==> src/rtl/pll_relock_wdt.sv <==
module pll_relock_wdt #(
  parameter int MIN_COUNT = 256,
  parameter int MAX_COUNT = 65536,
  parameter logic [7:0] KEY = 8'h55
) (
  input  logic        clk,
  input  logic        rst_n,
  input  logic        bus_wr,
  input  logic [1:0]  bus_addr,
  input  logic [31:0] bus_wdata,
  output logic [31:0] bus_rdata,
  input  logic        pll_stable,
  output logic        resume
);
  localparam int CNT_W = $clog2(MAX_COUNT);
  localparam logic [CNT_W-1:0] MIN_LAST = CNT_W'(MIN_COUNT - 1);
  localparam logic [CNT_W-1:0] MAX_LAST = CNT_W'(MAX_COUNT - 1);

  logic             en_q, ovf_q, sel_q, resume_q;
  logic [CNT_W-1:0] cnt_q;

  logic             ctrl_wr, wait_wr, stop_wr, fire;
  logic [CNT_W-1:0] last;

  assign ctrl_wr = bus_wr && bus_addr == 2'd0;
  assign wait_wr = bus_wr && bus_addr == 2'd1 && bus_wdata[31:24] == KEY;
  assign stop_wr = ctrl_wr && !bus_wdata[0];
  assign last    = sel_q ? MIN_LAST : MAX_LAST;
  assign fire    = en_q && pll_stable && cnt_q >= last;
  assign resume  = resume_q;

  always_ff @(posedge clk) begin
    if (!rst_n) begin
      en_q     <= 1'b0;
      ovf_q    <= 1'b0;
      sel_q    <= 1'b0;
      resume_q <= 1'b0;
      cnt_q    <= '0;
    end else begin
      resume_q <= fire;

      if (fire)         en_q <= 1'b0;
      else if (ctrl_wr) en_q <= bus_wdata[0];

      if (fire)         ovf_q <= 1'b1;
      else if (ctrl_wr) ovf_q <= ovf_q & bus_wdata[1];

      if (wait_wr) sel_q <= bus_wdata[0];

      if (fire || !en_q || stop_wr) cnt_q <= '0;
      else if (pll_stable)          cnt_q <= cnt_q + 1'b1;
    end
  end

  always_comb begin
    case (bus_addr)
      2'd0:    bus_rdata = {30'd0, ovf_q, en_q};
      2'd1:    bus_rdata = {31'd0, sel_q};
      2'd2:    bus_rdata = 32'(cnt_q);
      default: bus_rdata = 32'd0;
    endcase
  end
endmodule

==> config.mk <==
export PLATFORM = sky130hd
export DESIGN_NAME = pll_relock_wdt
export DESIGN_NICKNAME = d
export VERILOG_FILES = /design/src/rtl/pll_relock_wdt.sv
export SDC_FILE = /design/constraint.sdc
export NUM_CORES = 1
export LEC_CHECK = 0
export BUFFER_PORTS_ARGS = -buffer_cell sky130_fd_sc_hd__buf_2
export CORE_UTILIZATION = 30
export DETAILED_ROUTE_END_ITERATION = 10
export PLACE_DENSITY = 0.6
export SYNTH_ARGS = -nofsm -noshare
export SYNTH_HDL_FRONTEND = slang
export SYNTH_SLANG_ARGS = --single-unit
==> constraint.sdc <==
create_clock -name clk -period 3.3 [get_ports clk]
set_input_delay 0.165 -clock clk [delete_from_list [all_inputs] [get_ports clk]]
set_output_delay 0.165 -clock clk [all_outputs]
set_load 0.01 [all_outputs]
==> results of run 1 <==
[metal layers]
metal | vias up | GRT usage, %
li1 | 668 | -
met1 | 603 | 17.0
met2 | 30 | 20.0
met3 | 5 | 2.88
met4 | 0 | 3.21
met5 | - | 0
[critical path: stages (launching register included)]
cell and delay, ps:
dfxtp_1 430, ha_1 360, nand4_1 160, or4_1 730
a21oi_4 510, nor3_2 90
[kinds of logic (layout without fill, tap and decap cells)]
| kind of cell | count (synthesis) | in the layout | share of synthesized area [%] |
|---|---|---|---|
| fa+ha+maj | 9 | 9 | 7.26 |
| compound gates | 25 | 25 | 11.9 |
| xor+xnor | 10 | 10 | 5.64 |
| other cells | 1 | 16 | 0.242 |
| mux | 4 | 4 | 2.66 |
| buf+inv | 28 | 40 | 12.0 |
| flops | 20 | 20 | 25.8 |
| simple gates | 81 | 81 | 34.5 |
[metrics by stage]
| step | worst slack (ps) | util, % | instances | total power [mW] |
|---|---|---|---|---|
| after detailed placement | 898 | 34.7 | 268 | 0.281 |
| after global placement | 921 | 34.7 | 268 | 0.281 |
| final | 905 | 35.8 | 272 | 0.465 |
| after CTS | 873 | 35.8 | 272 | 0.473 |
| after global routing | 737 | 35.8 | 272 | 0.491 |
| after floorplan | 1280 | - | 193 | 0.281 |
[final timing paths]
| kind | cells after the start | to |
|---|---|---|
| setup / recovery | 5 | cnt_q[6] |
| hold / removal | 3 | en_q |
| hold reg to reg | 1 | en_q |
| setup reg to reg | 5 | cnt_q[6] |
[layout make-up]
cell class	count	area [sq um]	share of cell area, %
sequential	20	400	23.1
clock buffer	4	55.1	3.17
inverter	4	15.0	0.865
multi-input combinational	145	1020	58.8
tap	67	83.8	4.83
timing repair buffer	32	160	9.23
[power by group]
part	leakage [nW]	total (mW)	switching (mW)	internal [mW]
clock network	0.0288	0.190	0.0835	0.106
logic	0.522	0.0326	0.0219	0.0108
registers	0.161	0.242	0.000878	0.242
[state kept, by name, indices dropped and copies added, names as in the netlist]
signal,count
cnt_q,16
en_q,1
ovf_q,1
resume,1
sel_q,1
[placed cells by master (no fill, tap or decap), types with 2 or more instances in the layout]
cell / n
nand2_1: 10
nor2b_1: 4
nor3_1: 4
clkbuf_8: 4
o22ai_1: 2
buf_2: 32
nand4_4: 2
nand3_1: 6
ha_1: 9
and2_1: 13
nor2_1: 7
or3_1: 3
dfxtp_1: 20
nand4_1: 10
xnor2_1: 10
a21oi_1: 8
a31oi_1: 2
inv_1: 3
nor3_2: 10
conb_1: 16
nor4_1: 4
o21a_1: 2
o21ai_0: 2
mux2i_1: 3
==> impl_summary.md, run 1 <==
Placed design
The congestion estimate from routability-driven global placement came to 0.709. Summed over all nets, the half-perimeter wirelength after detailed placement is 2330 um. The area after detailed placement is 1680 sq um. In this run the tool buffered the top-level ports with 32 buffer cells.

Power
The cell area power density is 268 nW/um^2. The worst vdd rail ir drop is 0.000111 V. The leakage power summed over all cells is 0.711 nW.

Timing
The worst clock skew is 4.65 ps. Dividing the final minimum period by the clock period gives approximately 73%. The worst pin sits at a relative slew slack of 42.8%.

The highest achievable clock rate is approximately 0.42 GHz. The number of endpoints failing setup at the final stage is 0. For the pin with the worst max-slew slack, the measured transition is 856 ps. Setup repair after global routing left no endpoint under its margin. The post-route setup TNS is 0 ps.

The final count of hold timing violations came to 0. The worst hold-check slack is 161 ps. Counting I/O delays and the setup requirement, the final critical path takes 2390 ps. The final-report max-slew violation count is 0.

Route
The DRC marker count from the first detailed-route iteration is 25. After detailed routing, the average wire length per cell comes to 11.3 um. The routed layout has 1306 vias. The detailed router used layers up to and including met4.

Summed over all nets, wire length on met3 after detailed routing comes to about 100 um. The sum of met2 wire segment lengths after detailed routing is 1430 um. The detailed router put a total of 1510 um of wire on met1. After detailed routing, the number of remaining DRC violations is 0.

The final layout contains routed wiring with a total length of 3080 um. The count of antenna-violating nets left after detailed routing is 0. The via density per instance is roughly 4.8. The first-pass iteration count of the detailed router is 4.

Yosys
The share of synthesized area occupied by flip-flops and latches is between 20% and 30%. By count the netlist is led by dfxtp_1 (20), buf_4 (19), and2_1 (13). After synthesis, the cell types taking the most area are dfxtp_1 (26%), buf_4 (9.2%), ha_1 (7.3%). The library cell with the highest instance count after synthesis is dfxtp_1. The average instance area after synthesis is ~8.7 sq um. The share of synthesized area in the top cell type comes to 25.8%.

In the synthesized netlist the async set-or-reset flop fraction comes to 0%. The leading area contributor after synthesis is dfxtp_1. The dominant synthesized flop cell is dfxtp_1. The netlist area before placement is between 1500 and 2000 sq um. The Yosys step of the flow raised 0 warnings. After synthesis, the netlist uses 45 different library cells. The synthesized design contains 0 enable-type register cells. The total of flip-flops plus latches after synthesis is 20. The post-synthesis cell count is 178.

Floorplan
The die is 73.9 um wide. The initial cell density of the core is 32.0%. The cell row count is 25.

The floorplan die area is 5460 sq um. The total area inside the core boundary comes to 4850 sq um. 71 I/O pins were placed. The y dimension of the die is 73.9 um.

Global routing
The global-route wire length before repair is 5350 um. The number of antenna violations at the first check in global routing is 0. The via count of the first global-routing pass is 1143.

The overall global routing resource usage is 12.6%. For this run the aggregate overflow at the end of global routing stands at 0. The largest net degree at the start of global routing is 16.

Setup path
At the worst endpoint, the required time is 3430 ps. The critical path class is reg2reg. Data arrives at the worst endpoint at 2530 ps. The startpoint of the most critical setup path is sel_q. In this run the worst path has a maximum fanout of 11. STA classifies the critical path endpoint as a register. The startpoint identified for the worst register-to-register timing path is sel_q. The register-to-register setup slack is 910 ps.

The kind of launch point of the worst setup path is a register.

Flow run
The max capacitance violation total is 0.

Status
The run finished with clean final reports.

Clock tree
The cts-stage hold buffer count is 0. The maximum clock insertion buffer count is 2. The CTS tree is yes. In this run the number of H-tree levels came out at 1. The total setup buffers inserted after CTS is 0. Once the clock tree was built, the resizer swapped 0 gates to a different size. The number of clock buffers added by TritonCTS is 3.

After clock tree synthesis, the clock-pin slew on the worst setup and hold paths is ~80 ps. The clock reaches the later pin of the worst-skew pair after 260 ps. The cell sitting at the root of the clock tree is a clkbuf_8. The sink count of the clock tree is 20.

Hold path
The tightest min-delay check is of the in2reg type. The startpoint of the worst hold path is rst_n.

Finish
Relative to the synthesized area, the layout overhead comes to 11.9%. The fraction of final layout cells with drive strength greater than 1 is 27.3%. Counting the fill cells in the layout gives just over 500. 0 antenna diodes ended up in the layout.

In the final design database the tool counted around 250 nets. The finished cells cover 1740 sq um.
No activity file was read; power rests on OpenSTA's default activity.
==> inputs of run 2 (changes only) <==
clock period = 2.4 ns   (was 3.3 ns; I/O delays follow)
==> run 2 against run 1 <==
Against the previous run:
- first-iteration DRC count grew 56%
- fmax grew 8.3%
- via count grew 1.3%
- sequential share of layout area shrank 0.77 points
- clock power grew 36%
- utilization grew 1.2 points
- critical path depth grew 1
- count of clock-buffer cells in the layout is the same
- global-route usage grew 0.40 points
- wire length grew 5.1%
- sequential power grew 38%
- critical path type unchanged
- largest power group unchanged
==> impl_summary.md, run 2 (synthesis gave the netlist of run 1 again) <==
Finish
The leading cell type in the layout, fill and taps excluded is buf_2. The number of diodes is 0 (unchanged). The number of fill cells in the layout is 531 (+5.1%). In the layout the commonest cells are buf_2 (32), dfxtp_1 (20), conb_1 (16). cnt_q holds more flip-flops than any other register. The fraction of final layout cells with drive strength greater than 1 was 30.0% (+2.7 points). The area growth from synthesis to layout is 15.7%.

The flip-flop count of the largest register, all copies and words added is 16 (unchanged). The final net count came to 261 (+3.2%). The number of cells in the finished layout apart from fillers is 280 (+2.9%).

Setup path
The required time reported for the critical path endpoint came to 2530 ps (-900 ps). The critical path class is reg2reg. The start of the worst register-to-register path is sel_q.

The kind of launch point of the worst setup path is a register. The critical path arrival is 2340 ps (-190 ps). The biggest fanout along the worst timing path is 10 (-1). The worst register-to-register path ends at cnt_q[3]. The depth of the most critical reg-to-reg path is 6 (+1). The worst setup path is captured at a register.

The register-to-register setup slack is 190 ps (-720 ps).

Route
The via density per instance is 4.73 (-1.6%). The count of antenna-violating nets left after detailed routing came to 0 (unchanged). The via count is 1323 (+1.3%). The routed length per instance was 11.6 um (+2.1%). The DRC marker count from the first detailed-route iteration is 39 (+56%). The residual DRC count is 0 (unchanged).

The overall routed net length is 3240 um (+5.1%). The first-pass iteration count of the detailed router is 4 (unchanged).

Hold path
The number of cells on the worst hold path came to 3 (unchanged). The destination of the worst hold path is en_q. The worst hold path belongs to the class in2reg. The startpoint identified for the worst hold timing path is rst_n.

Clock tree
The sink count of the clock tree came to 20 (unchanged). The clock transition at the registers of the reported paths came to 80 ps (about the same). The count of instances resized after the clock tree is built is 0 (unchanged). The total setup buffers inserted after CTS was 0 (unchanged).

The clock latency on the worst-skew pair was 260 ps (about the same). The maximum level of the CTS H-tree is 1 (unchanged). The maximum clock insertion buffer count is 2 (unchanged). The CTS tree is yes. The tree is rooted in a clkbuf_8. The TritonCTS buffer count was 3 (unchanged).

The cts-stage hold buffer count is 0 (unchanged).

Placed design
The last weighted congestion value of the routability-driven placer is 0.734 (+3.6%). The minimum setup slack after placement came to 209 ps (-689 ps). The quantity of I/O buffers inserted on ports is 32 (unchanged). The post-DP HPWL was 2410 um (+3.4%). The total placed cells including tap cells is 276 (+3.0%).

Power
The cell area power density is 355 nW/um^2 (+33%). The total chip power is 0.638 mW (+37%). The worst vdd rail ir drop is 0.000151 V (+37%).

The leakage power summed over all cells is 0.753 nW (+5.9%).

Floorplan
The cell row count is 25 (unchanged). The initial cell density of the core is 32.0% (unchanged). The number of primary I/O pins is 71 (unchanged). The floorplan die area is 5460 sq um (unchanged). The die width is 73.9 um (unchanged). The y dimension of the die was 73.9 um (unchanged). The area inside the core boundary is 4850 sq um (unchanged).

Timing
The ratio of final minimum period to clock period is 92.1% (+20 points). Setup repair after global routing left no endpoint under its margin. The highest achievable clock rate is 0.452 GHz (+8.3%).

The final-report max-slew violation count is 0 (unchanged). The number of endpoints failing setup at the final stage was 0 (unchanged). The smallest setup slack after layout came to 189 ps (-716 ps). The worst clock skew is 6.18 ps (+1.53 ps). The final count of hold timing violations came to 0 (unchanged). The worst hold-check slack is 123 ps (-37.9 ps).

The post-route setup TNS is 0 ps (unchanged). The clock period minus worst slack came to 2210 ps (-184 ps).

Status
The run finished with clean final reports.

Flow run
The max capacitance violation total is 0 (unchanged).

Global routing
The number of antenna violations at the first check in global routing is 0 (unchanged). The overall global routing resource usage is 13.0% (+0.40 points). The via count of the first global-routing pass is 1171 (+2.4%). The leftover overflow at the end of global routing is 0 (unchanged).

The largest net degree at the start of global routing is 16 (unchanged). The global-route wire length before repair was 5420 um (+1.3%).
-- run 2: cell types whose count changed in the layout (fill, tap and decap cells not counted) --
cell	change
buf_4	+8
-- run 2: final cells by class --
| type | instances | area [sq um] | share of cell area [%] |
|---|---|---|---|
| well taps | 67 | 83.8 | 4.67 |
| repair buffers | 40 | 220 | 12.3 |
| inverters | 4 | 15.0 | 0.836 |
| flip-flops and latches | 20 | 400 | 22.3 |
| clock buffers | 4 | 55.1 | 3.07 |
| multi-input cells | 145 | 1020 | 56.9 |
-- run 2: report_power, final --
group	switching [mW]	internal, mW
registers	0.000942	0.332
clock network	0.111	0.146
logic	0.0307	0.0161
-- run 2: how the worst max path moves through the flow --
stage / startpoint / endpoint / slack (ps)
floorplan: sel_q / cnt_q[10] / 380
global placement: sel_q / cnt_q[3] / 250
detailed placement: sel_q / cnt_q[3] / 210
CTS: sel_q / cnt_q[3] / 190
global route: sel_q / cnt_q[3] / 70
finish: sel_q / cnt_q[3] / 190
-- run 2: routing by layer --
layer	part of all wire, %	global-route usage [%]	vias up
met1	48	16.2	612
met4	0.83	3.42	0
met2	47	22.3	25
met5	0	0	-
met3	3.2	2.88	2
li1	-	-	684
-- run 2: critical path: stages (launching register included) --
cell and delay, ps:
dfxtp_1 440, ha_1 370, nand4_1 150, or4_1 630, buf_4 200, a32oi_1 180, a21oi_1 90
-- run 2: stage by stage --
| stage | area, sq um | util [%] |
|---|---|---|
| after global routing | 1800 | 37.0 |
| final | 1800 | 37.0 |
| after global placement | 1740 | 35.9 |
| after floorplan | 1610 | - |
| after detailed placement | 1740 | 35.9 |
| after CTS | 1800 | 37.0 |
==> inputs of run 3 (changes only) <==
clock period = 2.2 ns   (was 2.4 ns; I/O delays follow)
==> run 3 against run 2 <==
Against the previous run:
- clock skew hardly changed
- final area is 2.9% higher
- cell count is 1.8% higher
- non-clock buffer count is 5 higher
- global-route usage is 0.54 points higher
- fmax is 8.7% higher
- highest routed layer unchanged
- first-iteration DRC count is 15% higher
==> impl_summary.md, run 3 (synthesis gave the netlist of run 1 again) <==
Finish
The flip-flop count of the largest register, all copies and words added is 16 (unchanged). The final net count is 266 (+1.9%). The fraction of final layout cells with drive strength greater than 1 came to 32.1% (+2.1 points). The number of fill cells in the layout is 501 (-5.6%). The number of diodes is 0 (unchanged). The library cell used most frequently in the layout, excluding fill and tap cells, is buf_2. In the layout the commonest cells are buf_2 (32), dfxtp_1 (19), conb_1 (16).

The footprint of the flip-flops and latches is 402 sq um (+0.31%). The final core utilization is 38.1% (+1.1 points). The area growth from synthesis to layout is 19.0%. The register ranked first by flip-flop count is cnt_q.

The summed area of non-filler cells in the final layout was 1850 sq um (+2.9%). The area occupied by multi-input gates came to 1020 sq um (unchanged).

Route
The first-pass iteration count of the detailed router came to 4 (unchanged). The residual DRC count is 0 (unchanged). The count of antenna-violating nets left after detailed routing is 0 (unchanged). The via density per instance is 4.69 (-0.64%).

The via count is 1338 (+1.1%). The routed length per instance is 11.4 um (-1.2%). The overall routed net length is 3250 um (+0.53%). The DRC marker count from the first detailed-route iteration is 45 (+15%).

Global routing
The overall global routing resource usage is 13.5% (+0.54 points). The via count of the first global-routing pass is 1161 (-0.85%). The global-route wire length before repair is 5660 um (+4.6%).

The largest net degree at the start of global routing was 16 (unchanged). The leftover overflow at the end of global routing is 0 (unchanged). The number of antenna violations at the first check in global routing is 0 (unchanged).

Timing
The final count of hold timing violations came to 0 (unchanged). The post-route setup TNS came to 0 ps (unchanged). The final-report max-slew violation count is 0 (unchanged). The smallest setup slack after layout is 166 ps (-23.1 ps). Setup repair after global routing left no endpoint under its margin. The ratio of final minimum period to clock period is 92.5% (+0.33 points). The clock period minus worst slack came to 2030 ps (-177 ps). The worst clock skew came to 6.60 ps (+0.421 ps). The highest achievable clock rate is 0.492 GHz (+8.7%). The number of endpoints failing setup at the final stage is 0 (unchanged).

Status
The run finished with clean final reports.

Floorplan
The number of primary I/O pins is 71 (unchanged). The floorplan die area is 5460 sq um (unchanged). The initial cell density of the core is 32.0% (unchanged). The die width was 73.9 um (unchanged). The cell row count was 25 (unchanged). The area inside the core boundary was 4850 sq um (unchanged). The y dimension of the die came to 73.9 um (unchanged).

Placed design
The quantity of I/O buffers inserted on ports came to 32 (unchanged). The post-DP HPWL is 2520 um (+4.7%). The last weighted congestion value of the routability-driven placer is 0.717 (-2.3%). The area after detailed placement is 1790 sq um (+2.9%). The minimum setup slack after placement is 73.5 ps (-136 ps).

Hold path
The tightest min-delay check is of the in2reg type.

Setup path
The type of destination of the critical path is a register. The depth of the critical timing path with buffers and inverters included is 6 (unchanged). The end of the worst register-to-register path is resume. The signal on the critical path passes through ha_1 > nand4_1 > or4_1 > buf_4 > o211ai_2 > and4_1. The kind of cell adding the most delay to the critical path is simple AND/OR/NAND/NOR gates. The total buffers and inverters traversed by the critical path came to 1 (unchanged).

The worst register-to-register path begins at sel_q. The depth of the most critical reg-to-reg path is 6 (unchanged). The critical path arrival is 2250 ps (-90 ps). Among all stages on the critical path, the largest delay is contributed by or4_1. The critical path class is reg2reg. In this run the worst setup path terminates at resume.

The biggest fanout along the worst timing path came to 10 (unchanged). The delay of the slowest cell on the worst path came to 640 ps (about the same). The register-to-register setup slack is 170 ps (-20 ps).

The required time reported for the critical path endpoint is 2410 ps (-120 ps). STA classifies the critical path startpoint as a register. Tracing the worst setup path back leads to its startpoint at sel_q.

Power
The cell area power density is 380 nW/um^2 (+6.9%). The leakage power summed over all cells is 0.781 nW (+3.7%). The total chip power is 0.701 mW (+9.9%). The worst vdd rail ir drop is 0.000271 V (+79%).

Clock tree
The count of instances resized after the clock tree is built is 0 (unchanged). The sink count of the clock tree came to 20 (unchanged). The total setup buffers inserted after CTS is 0 (unchanged). The maximum level of the CTS H-tree is 1 (unchanged). The TritonCTS buffer count came to 3 (unchanged).

The CTS tree is yes. The clock transition at the registers of the reported paths is 80 ps (about the same). The clock latency on the worst-skew pair was 260 ps (about the same). The maximum clock insertion buffer count is 2 (unchanged). In this run the clock root is driven by a clkbuf_8. The cts-stage hold buffer count is 0 (unchanged).

Flow run
The max capacitance violation total is 0 (unchanged).
[run 3: per-stage QoR]
| stage | std cells | hold slack [ps] |
|---|---|---|
| final | 285 | 114 |
| after global routing | 285 | 129 |
| after CTS | 285 | 104 |
| after detailed placement | 281 | 386 |
| after global placement | 281 | 385 |
| after floorplan | 193 | 226 |
[run 3: cell type report]
class / instances / area share (%)
multi-input combinational: 145 / 55.3
tap: 67 / 4.54
clock buffer: 4 / 2.98
inverter: 4 / 0.813
timing repair buffer: 45 / 14.6
sequential: 20 / 21.7
[run 3: worst min-delay path: stages]
cell and delay, ps:
buf_2 130, nand2_1 60, a31oi_1 30
[run 3: metal layers]
layer | vias to the layer above | share of wire, % | track usage (%)
met2 | 27 | 46 | 21.6
li1 | 688 | - | -
met4 | 0 | 0.68 | 2.56
met3 | 2 | 3.8 | 3.29
met1 | 621 | 49 | 18.4
met5 | - | 0 | 0
[run 3: power breakdown]
| group | total, mW | internal [mW] | switching, mW |
|---|---|---|---|
| Combinational | 0.0511 | 0.0176 | 0.0336 |
| Sequential | 0.363 | 0.362 | 0.000975 |
| Clock | 0.287 | 0.159 | 0.127 |
| Total | 0.701 | 0.540 | 0.162 |
[run 3: worst min-delay path by stage]
stage,start,endpoint,slack [ps],cells after the start
final,rst_n,en_q,110,3
after global routing,rst_n,en_q,130,3
after CTS,rst_n,en_q,100,3
after detailed placement,rst_n,en_q,390,3
after global placement,rst_n,en_q,380,3
after floorplan,rst_n,en_q,230,2
